File: src/rtl/brs_pkg.sv
package brs_pkg;
  typedef enum logic [0:0] {
    ST_IDLE = 1'b0,
    ST_RUN  = 1'b1
  } brs_state_e;
endpackage

File: src/rtl/brs_req_plan.sv
// Sizes the next request from the words still to be requested.
module brs_req_plan #(
  parameter int BYTES     = 4,
  parameter int MAX_BURST = 16,
  parameter int CNT_W     = 17,
  parameter int BEAT_W    = 5
) (
  input  logic              first_i,
  input  logic              head_unal_i,
  input  logic              tail_unal_i,
  input  logic [CNT_W-1:0]  rem_i,
  input  logic [BYTES-1:0]  first_be_i,
  input  logic [BYTES-1:0]  last_be_i,
  output logic [BEAT_W-1:0] beats_o,
  output logic [BYTES-1:0]  be_o
);
  logic [CNT_W-1:0] body;
  logic [BYTES-1:0] lo_mask;
  logic [BYTES-1:0] hi_mask;

  // aligned words left before an unaligned tail word
  assign body = rem_i - CNT_W'(tail_unal_i);

  always_comb begin
    if (first_i && head_unal_i) begin
      beats_o = BEAT_W'(1);
    end else if (body == '0) begin
      beats_o = BEAT_W'(1);
    end else if (body >= CNT_W'(MAX_BURST)) begin
      beats_o = BEAT_W'(MAX_BURST);
    end else begin
      beats_o = body[BEAT_W-1:0];
    end
  end

  always_comb begin
    lo_mask = first_i ? first_be_i : {BYTES{1'b1}};
    hi_mask = (rem_i == CNT_W'(1)) ? last_be_i : {BYTES{1'b1}};
    if (beats_o == BEAT_W'(1)) begin
      be_o = lo_mask & hi_mask;
    end else begin
      be_o = {BYTES{1'b1}};
    end
  end
endmodule

File: src/rtl/brs_credit.sv
// Tracks beats requested but not yet returned and judges buffer room.
module brs_credit #(
  parameter int BEAT_W = 5,
  parameter int FREE_W = 8,
  parameter int OUT_W  = 9
) (
  input  logic              clk,
  input  logic              rst_n,
  input  logic              add_en_i,
  input  logic [BEAT_W-1:0] add_beats_i,
  input  logic              sub_en_i,
  input  logic [BEAT_W-1:0] need_i,
  input  logic [FREE_W-1:0] free_i,
  output logic [OUT_W-1:0]  out_cnt_o,
  output logic              room_o
);
  logic [OUT_W-1:0] out_q;
  logic [OUT_W-1:0] out_d;
  logic [OUT_W:0]   demand;

  always_comb begin
    out_d = out_q;
    if (add_en_i) begin
      out_d = out_d + OUT_W'(add_beats_i);
    end
    if (sub_en_i) begin
      out_d = out_d - OUT_W'(1);
    end
  end

  always_ff @(posedge clk or negedge rst_n) begin
    if (!rst_n) begin
      out_q <= '0;
    end else if (add_en_i || sub_en_i) begin
      out_q <= out_d;
    end
  end

  assign demand    = (OUT_W+1)'(need_i) + (OUT_W+1)'(out_q);
  assign room_o    = (OUT_W+1)'(free_i) >= demand;
  assign out_cnt_o = out_q;
endmodule

File: src/rtl/burst_read_splitter.sv
module burst_read_splitter #(
  parameter int DATA_W    = 32,
  parameter int ADDR_W    = 32,
  parameter int LEN_W     = 16,
  parameter int MAX_BURST = 16,
  parameter int FREE_W    = 8
) (
  input  logic                           clk,
  input  logic                           rst_n,
  input  logic                           cmd_valid,
  output logic                           cmd_ready,
  input  logic [ADDR_W-1:0]              cmd_addr,
  input  logic [LEN_W-1:0]               cmd_len,
  output logic                           req_valid,
  input  logic                           req_ack,
  output logic [ADDR_W-1:0]              req_addr,
  output logic [$clog2(MAX_BURST+1)-1:0] req_beats,
  output logic [DATA_W/8-1:0]            req_be,
  input  logic                           rd_valid,
  input  logic [DATA_W-1:0]              rd_data,
  input  logic                           rd_err,
  output logic                           buf_wr,
  output logic [DATA_W-1:0]              buf_data,
  input  logic [FREE_W-1:0]              buf_free,
  output logic                           done,
  output logic                           err
);
  import brs_pkg::*;

  localparam int BYTES  = DATA_W / 8;
  localparam int OFFW   = $clog2(BYTES);
  localparam int BEAT_W = $clog2(MAX_BURST + 1);
  localparam int CNT_W  = LEN_W + 1;
  localparam int WORD_W = ADDR_W - OFFW;
  localparam int OUT_W  = FREE_W + 1;

  brs_state_e        state_q, state_d;
  logic [WORD_W-1:0] cur_wd_q, cur_wd_d;
  logic [CNT_W-1:0]  rem_q, rem_d;
  logic              first_q, first_d;
  logic              head_unal_q, head_unal_d;
  logic              tail_unal_q, tail_unal_d;
  logic [BYTES-1:0]  first_be_q, first_be_d;
  logic [BYTES-1:0]  last_be_q, last_be_d;
  logic              req_valid_q, req_valid_d;
  logic [BEAT_W-1:0] req_beats_q, req_beats_d;
  logic [BYTES-1:0]  req_be_q, req_be_d;
  logic              err_q, err_d;
  logic              done_q, done_d;

  logic [ADDR_W-1:0] end_addr;
  logic [WORD_W-1:0] word_span;
  logic [BEAT_W-1:0] plan_beats;
  logic [BYTES-1:0]  plan_be;
  logic [OUT_W-1:0]  out_cnt;
  logic              room;
  logic              acked;
  logic              wr_beat;

  assign end_addr  = cmd_addr + ADDR_W'(cmd_len) - ADDR_W'(1);
  assign word_span = end_addr[ADDR_W-1:OFFW] - cmd_addr[ADDR_W-1:OFFW] + WORD_W'(1);
  assign acked     = req_valid_q && req_ack;
  assign wr_beat   = rd_valid && (state_q == ST_RUN);

  brs_req_plan #(
    .BYTES     (BYTES),
    .MAX_BURST (MAX_BURST),
    .CNT_W     (CNT_W),
    .BEAT_W    (BEAT_W)
  ) plan_i (
    .first_i     (first_q),
    .head_unal_i (head_unal_q),
    .tail_unal_i (tail_unal_q),
    .rem_i       (rem_q),
    .first_be_i  (first_be_q),
    .last_be_i   (last_be_q),
    .beats_o     (plan_beats),
    .be_o        (plan_be)
  );

  brs_credit #(
    .BEAT_W (BEAT_W),
    .FREE_W (FREE_W),
    .OUT_W  (OUT_W)
  ) credit_i (
    .clk         (clk),
    .rst_n       (rst_n),
    .add_en_i    (acked),
    .add_beats_i (req_beats_q),
    .sub_en_i    (wr_beat),
    .need_i      (plan_beats),
    .free_i      (buf_free),
    .out_cnt_o   (out_cnt),
    .room_o      (room)
  );

  always_comb begin
    state_d     = state_q;
    cur_wd_d    = cur_wd_q;
    rem_d       = rem_q;
    first_d     = first_q;
    head_unal_d = head_unal_q;
    tail_unal_d = tail_unal_q;
    first_be_d  = first_be_q;
    last_be_d   = last_be_q;
    req_valid_d = req_valid_q;
    req_beats_d = req_beats_q;
    req_be_d    = req_be_q;
    err_d       = err_q;
    done_d      = 1'b0;
    case (state_q)
      ST_IDLE: begin
        if (cmd_valid) begin
          state_d     = ST_RUN;
          cur_wd_d    = cmd_addr[ADDR_W-1:OFFW];
          rem_d       = CNT_W'(word_span);
          first_d     = 1'b1;
          head_unal_d = |cmd_addr[OFFW-1:0];
          tail_unal_d = end_addr[OFFW-1:0] != {OFFW{1'b1}};
          first_be_d  = {BYTES{1'b1}} << cmd_addr[OFFW-1:0];
          last_be_d   = {BYTES{1'b1}} >> (OFFW'(BYTES - 1) - end_addr[OFFW-1:0]);
          err_d       = 1'b0;
        end
      end
      ST_RUN: begin
        if (rd_valid && rd_err) begin
          err_d = 1'b1;
        end
        if (req_valid_q) begin
          if (req_ack) begin
            req_valid_d = 1'b0;
            cur_wd_d    = cur_wd_q + WORD_W'(req_beats_q);
            rem_d       = rem_q - CNT_W'(req_beats_q);
            first_d     = 1'b0;
          end
        end else if (rem_q != '0) begin
          if (room) begin
            req_valid_d = 1'b1;
            req_beats_d = plan_beats;
            req_be_d    = plan_be;
          end
        end else if (out_cnt == '0 && !rd_valid) begin
          done_d  = 1'b1;
          state_d = ST_IDLE;
        end
      end
      default: state_d = ST_IDLE;
    endcase
  end

  always_ff @(posedge clk or negedge rst_n) begin
    if (!rst_n) begin
      state_q     <= ST_IDLE;
      cur_wd_q    <= '0;
      rem_q       <= '0;
      first_q     <= 1'b0;
      head_unal_q <= 1'b0;
      tail_unal_q <= 1'b0;
      first_be_q  <= '0;
      last_be_q   <= '0;
      req_valid_q <= 1'b0;
      req_beats_q <= '0;
      req_be_q    <= '0;
      err_q       <= 1'b0;
      done_q      <= 1'b0;
    end else begin
      state_q     <= state_d;
      cur_wd_q    <= cur_wd_d;
      rem_q       <= rem_d;
      first_q     <= first_d;
      head_unal_q <= head_unal_d;
      tail_unal_q <= tail_unal_d;
      first_be_q  <= first_be_d;
      last_be_q   <= last_be_d;
      req_valid_q <= req_valid_d;
      req_beats_q <= req_beats_d;
      req_be_q    <= req_be_d;
      err_q       <= err_d;
      done_q      <= done_d;
    end
  end

  assign cmd_ready = (state_q == ST_IDLE);
  assign req_valid = req_valid_q;
  assign req_addr  = {cur_wd_q, {OFFW{1'b0}}};
  assign req_beats = req_beats_q;
  assign req_be    = req_be_q;
  assign buf_wr    = wr_beat;
  assign buf_data  = rd_data;
  assign done      = done_q;
  assign err       = err_q;
endmodule

File: config.mk
export PLATFORM = sky130hd
export DESIGN_NAME = burst_read_splitter
export DESIGN_NICKNAME = d
export VERILOG_FILES = /design/src/rtl/brs_pkg.sv /design/src/rtl/brs_req_plan.sv /design/src/rtl/brs_credit.sv /design/src/rtl/burst_read_splitter.sv
export SDC_FILE = /design/constraint.sdc
export NUM_CORES = 1
export LEC_CHECK = 0
export BUFFER_PORTS_ARGS = -buffer_cell sky130_fd_sc_hd__buf_2
export CAP_MARGIN = 20
export CELL_PAD_IN_SITES_DETAIL_PLACEMENT = 1
export CELL_PAD_IN_SITES_GLOBAL_PLACEMENT = 1
export CORE_MARGIN = 3
export CORE_UTILIZATION = 30
export DETAILED_ROUTE_END_ITERATION = 8
export MAX_ROUTING_LAYER = met4
export PLACE_DENSITY = 0.73
export SYNTH_ARGS = -nofsm -noshare
export SYNTH_HDL_FRONTEND = slang
export SYNTH_SLANG_ARGS = --single-unit
File: constraint.sdc
create_clock -name clk -period 7.73 [get_ports clk]
set_input_delay 1.1595 -clock clk [delete_from_list [all_inputs] [get_ports clk]]
set_output_delay 1.1595 -clock clk [all_outputs]
set_load 0.01 [all_outputs]
## Word level (Yosys, flattened, before mapping)

Index checks and enable logic that the tools add are counted.

- Input port bits: 94
- Flip-flop bits (word level): 80
- Output and inout port bits: 78
- Word-level logic and storage cells: 90

- Eq/ne operators: 7
- Mux-type cells: 36
- $add $sub $neg: 11
- Shifts and indexed selects: 2
- Order comparisons: 2
- Reduce and logical (&&, ||, !) cells: 15
- Bitwise operators: 3

Operators by type and width:

| kind | count |
|---|---|
| $mux 30 | 3 |
| $pmux 30 s2 | 1 |
| $mux 17 | 3 |
| $pmux 17 s2 | 1 |
| $add 30x5->30 | 1 |
| $add 19x16->19 | 1 |
| $sub 19x1->19 const B | 1 |
| $mux 9 | 2 |
| $add 17x1->17 const B | 1 |
| $eq 17x1->1 const B | 1 |
| $ge 17x5->1 const B | 1 |
| $logic_not 17->1 | 1 |
| $mux 1 | 17 |
| $reduce_bool 17->1 | 1 |
| $sub 17x1->17 | 1 |
| $sub 17x17->17 | 1 |
| $sub 17x5->17 | 1 |
| $mux 5 | 3 |
| $mux 4 | 3 |
| $add 5x9->10 | 1 |
| $ge 8x10->1 | 1 |
| $add 9x5->9 | 1 |
| $logic_not 9->1 | 1 |
| $sub 9x1->9 const B | 1 |
| 16 further kinds | 27 |

## Longest topological paths before layout

- Word-level depth: 10
- Depth in mapped cells: 24
- Gate-level depth less buffers: 23

## Cells and area by module

Synthesis repeated with hierarchy kept, for this count alone.

- Cells, all modules: 959
- Area total of the unflattened synthesis: 7961.4 sq um

By module, submodules not included:

| module | times used | area each (sq um) | cells an instance | seq. area each (sq um) |
|---|---|---|---|---|
| burst_read_splitter | 1 | 6371.1 | 768 | 1751.7 |
| brs_credit | 1 | 1148.6 | 126 | 225.2 |
| brs_req_plan | 1 | 441.7 | 65 | 0.0 |

## Least setup slack after synthesis

No wires, ideal clock.

- Kind: input-to-reg
- From: input port cmd_addr[1]
- To: register rem_q[16]
- Library setup time: 0.077 ns
- Data arrival time: 5.257 ns
- Path slack: 2.396 ns
- Stages on the path: 23
- Required time: 7.653 ns
- Buffers on the path: 0
- Path through: inv_1 ha_1 inv_1 ha_1 fa_1 a21o_1 a21oi_1 o21bai_1 and4_1 nor3_1 o21bai_1 a21oi_1 xnor2_1 ha_1 ha_1 a21o_1 a21o_1 a21oi_1 nand2_1 o21a_1 a211o_1 xor2_1 a21oi_1

- Cells in the longest elaborated chain, start to end: 6

Ends and longest elaborated chain:

| item | line | text |
|---|---|---|
| start, declared | burst_read_splitter.sv:12 | `input logic [ADDR_W-1:0] cmd_addr,` |
| $add 19x16->19 | burst_read_splitter.sv:60 | `assign end_addr = cmd_addr + ADDR_W'(cmd_len) - ADDR_W'(1);` |
| $sub 19x1->19 | burst_read_splitter.sv:60 |  |
| $sub 17x17->17 | burst_read_splitter.sv:61 | `assign word_span = end_addr[ADDR_W-1:OFFW] - cmd_addr[ADDR_W-1:OFFW] + WORD_W'(1);` |
| $add 17x1->17 | burst_read_splitter.sv:61 |  |
| $mux 17 | burst_read_splitter.sv:113 | `if (cmd_valid) begin` |
| $pmux 17 s2 | burst_read_splitter.sv:111 | `case (state_q)` |
| end signal, assigned | burst_read_splitter.sv:169 | `rem_q <= rem_d;` |
| end, declared | burst_read_splitter.sv:39 | `logic [CNT_W-1:0] rem_q, rem_d;` |

No other way between the ends. The select of a mux whose other input is x is not followed.
A chain may end at the register's enable or synchronous reset.

## Final worst setup path

Ends and elaborated chain as after synthesis.

==> flow_summary.ini <==
[routing]
vias = 6903
drt-pass1-iter-count = 4
antenna_left = 0
drt_iter0_drc = 290
drc_errors = 0
wl_mm = 22.7
wl_per_cell_um = 16.9
viasPerCell = 5.16

[layout]
fin_nets = 1199
multiInputGateArea_um2 = 4990
postLayoutCellArea_um2 = 8650
finish.utilization_pct = 34.4
drive_gt1_share_pct = 14.4
insertedDiodeCount = 0
fillers = 3047
area_growth_pct = 12.3
final-seq-area_um2 = 1980

[clock_tree]
insertion_delay_ns = 0.35
cts_max_level = 3
cts_tree = done
cts_buffers = 9
postCtsSetupBuffers = 0
ctsHoldBuffers = 0
cts.clk_slew.worst_paths_ns = 0.06
root_buffer = clkbuf_16
cts_buffer_depth = 2
clock-sinks = 79
cts_resized = 0

[global_route]
grt_max_degree = 77
track_usage_pct = 16.8
grt_overflow = 0
grt_pass1_wl_mm = 37.6
grt_pass1_vias = 7429
antenna_found_initial = 0

[sta]
relSlewSlack_pct = 44.2
finalHoldViolCount = 0
fin_crit_sh_pct = 72.7
fin_tns_setup_ns = 0
max_freq_mhz = 178
rsz0062_at_grt = no
finalSetupViolCount = 0
maxSlewViolCount = 0
tightest_slew_ns = 0.830
post-route-min-period_ns = 5.62
finClkSkew_ns = 0.0102

[yosys]
netlist.area_leader.share_pct = 25.7
synthCells = 939
synth.avg_cell_area_um2 = 8.21
synth.most_common_cell = inv_1
yosys_warnings = 0
synthFlopType = dfrtp_1
synth-seq-area-share_pct = 25.7
synth_cell_types = 71
synthesis.area_um2 = 7710
yosysTopAreaCell = dfrtp_1
synth_area_leaders = dfrtp_1, ha_1, inv_1, xnor2_1, a21oi_1
synth-async-reset-ratio_pct = 100
synth_seq_cells = 79
synth-edff-count = 0
ys_top_cells_by_count = inv_1, ha_1, dfrtp_1, a21oi_1, nor2_1

[critical_path]
crit_required_ns = 8.00
end_kind = flop
crit_arrival_ns = 5.89
critPathKind = input pin to flop
worstSetupStartpointType = input pin
worstPathMaxFanout = 4

[status]
status = completed

[place]
dp_hpwl_mm = 17.5
gp_congestion = 0.848
io_buffer_count = 105
dpl_cell_area_um2 = 8360

[worst_hold_path]
hp-class = flop to flop

[floorplanning]
core_um2 = 25200
start_util_pct = 30.6
rows = 58
dieArea_um2 = 27600
die_y_um = 166
io_pins = 172
fp.dieW_um = 166

[pwr]
cellPowerDensity_nw_per_um2 = 273
p_leak_nw = 4.13
vdd_drop_max_mv = 0.0906

[run]
cap_violations = 0
cells by family (layout without fill, tap and decap cells):
logic type,Yosys count,in the layout,synth area share (%)
compound gates,239,239,19.6
xor+xnor,68,68,7.73
fa+ha+maj,101,101,17.0
buf+inv,165,234,9.69
flops,79,79,25.7
mux,18,18,2.44
other cells,1,2,0.0487
simple gates,268,268,17.9
worst paths after layout:
kind | cells past startpoint | startpoint | slack, ns | endpoint
setup / recovery | 24 | cmd_addr[1] | 2.11 | rem_q[16]
max in group asynchronous | 3 | rst_n | 6.26 | cur_wd_q[12]
hold reg to reg | 1 | err | 0.49 | err
setup reg to reg | 21 | rem_q[9] | 2.14 | req_beats[3]
min in group asynchronous | 1 | rst_n | 0.60 | credit_i.out_cnt_o[8]
hold / removal | 1 | err | 0.49 | err
cell type report:
type / instances / share of cell area, %
inverters: 104 / 4.51
well taps: 330 / 4.77
clock buffers: 11 / 2.81
multi-input cells: 696 / 57.6
repair buffers: 114 / 7.12
flip-flops and latches: 79 / 22.9
clock inverters: 5 / 0.289
stage by stage:
step / setup WS [ns] / cells / total power, W / hold WS [ns]
after global placement: 1.89 / 1322 / 0.00192 / 0.462
final: 2.11 / 1339 / 0.00236 / 0.493
after floorplan: 2.40 / 940 / 0.00161 / 0.450
after CTS: 2.10 / 1338 / 0.00238 / 0.499
after detailed placement: 1.76 / 1322 / 0.00196 / 0.470
after global routing: 1.73 / 1339 / 0.00259 / 0.525
critical path: stages:
cell and delay, ns:
buf_2 0.11, inv_1 0.05, ha_1 0.26, inv_1 0.04, ha_1 0.30, fa_1 0.44
a21o_1 0.17, a21oi_1 0.25, o21bai_1 0.17, and4_1 0.21, nor3_1 0.37, o21bai_1 0.10
a21oi_1 0.18, xnor2_1 0.14, ha_1 0.25, ha_1 0.35, a21o_1 0.23, a21o_1 0.20
a21oi_1 0.15, nand2_1 0.07, o21a_1 0.11, a211o_1 0.28, xor2_1 0.17, a21oi_1 0.15
placed cells by master (no fill, tap or decap), types with 21 or more instances in the layout:
master    count
nand2_1      61
dfrtp_1      78
nand3_1      23
buf_2       104
nor2b_1      22
a21oi_1      72
a21o_1       21
inv_1       103
ha_1         95
xor2_1       25
xnor2_1      43
nor3_1       22
a211oi_1     22
nor2_1       65
o21ai_1      38
flip-flops by register name, summed over array words and instances, names as in the netlist, 3 cells and up:
signal / count
req_be: 4
first_be_q: 3
req_beats: 5
cur_wd_q: 30
last_be_q: 4
rem_q: 17
credit_i.out_cnt_o: 9
report_power, final:
| part | leakage [nW] | internal (W) | switching [W] |
|---|---|---|---|
| logic | 3.06 | 0.000549 | 0.000720 |
| registers | 0.932 | 0.000522 | 0.000169 |
| clock network | 0.139 | 0.000224 | 0.000175 |
| total | 4.13 | 0.00129 | 0.00106 |
layer usage:
metal / track usage (%) / share of wire, % / vias to the layer above
met1: 21.2 / 47 / 3358
met2: 28.5 / 47 / 122
li1: - / - / 3399
met3: 2.09 / 4.1 / 24
met4: 4.59 / 1.8 / 0
met5: - / 0 / -
No activity file was read; power rests on OpenSTA's default activity.
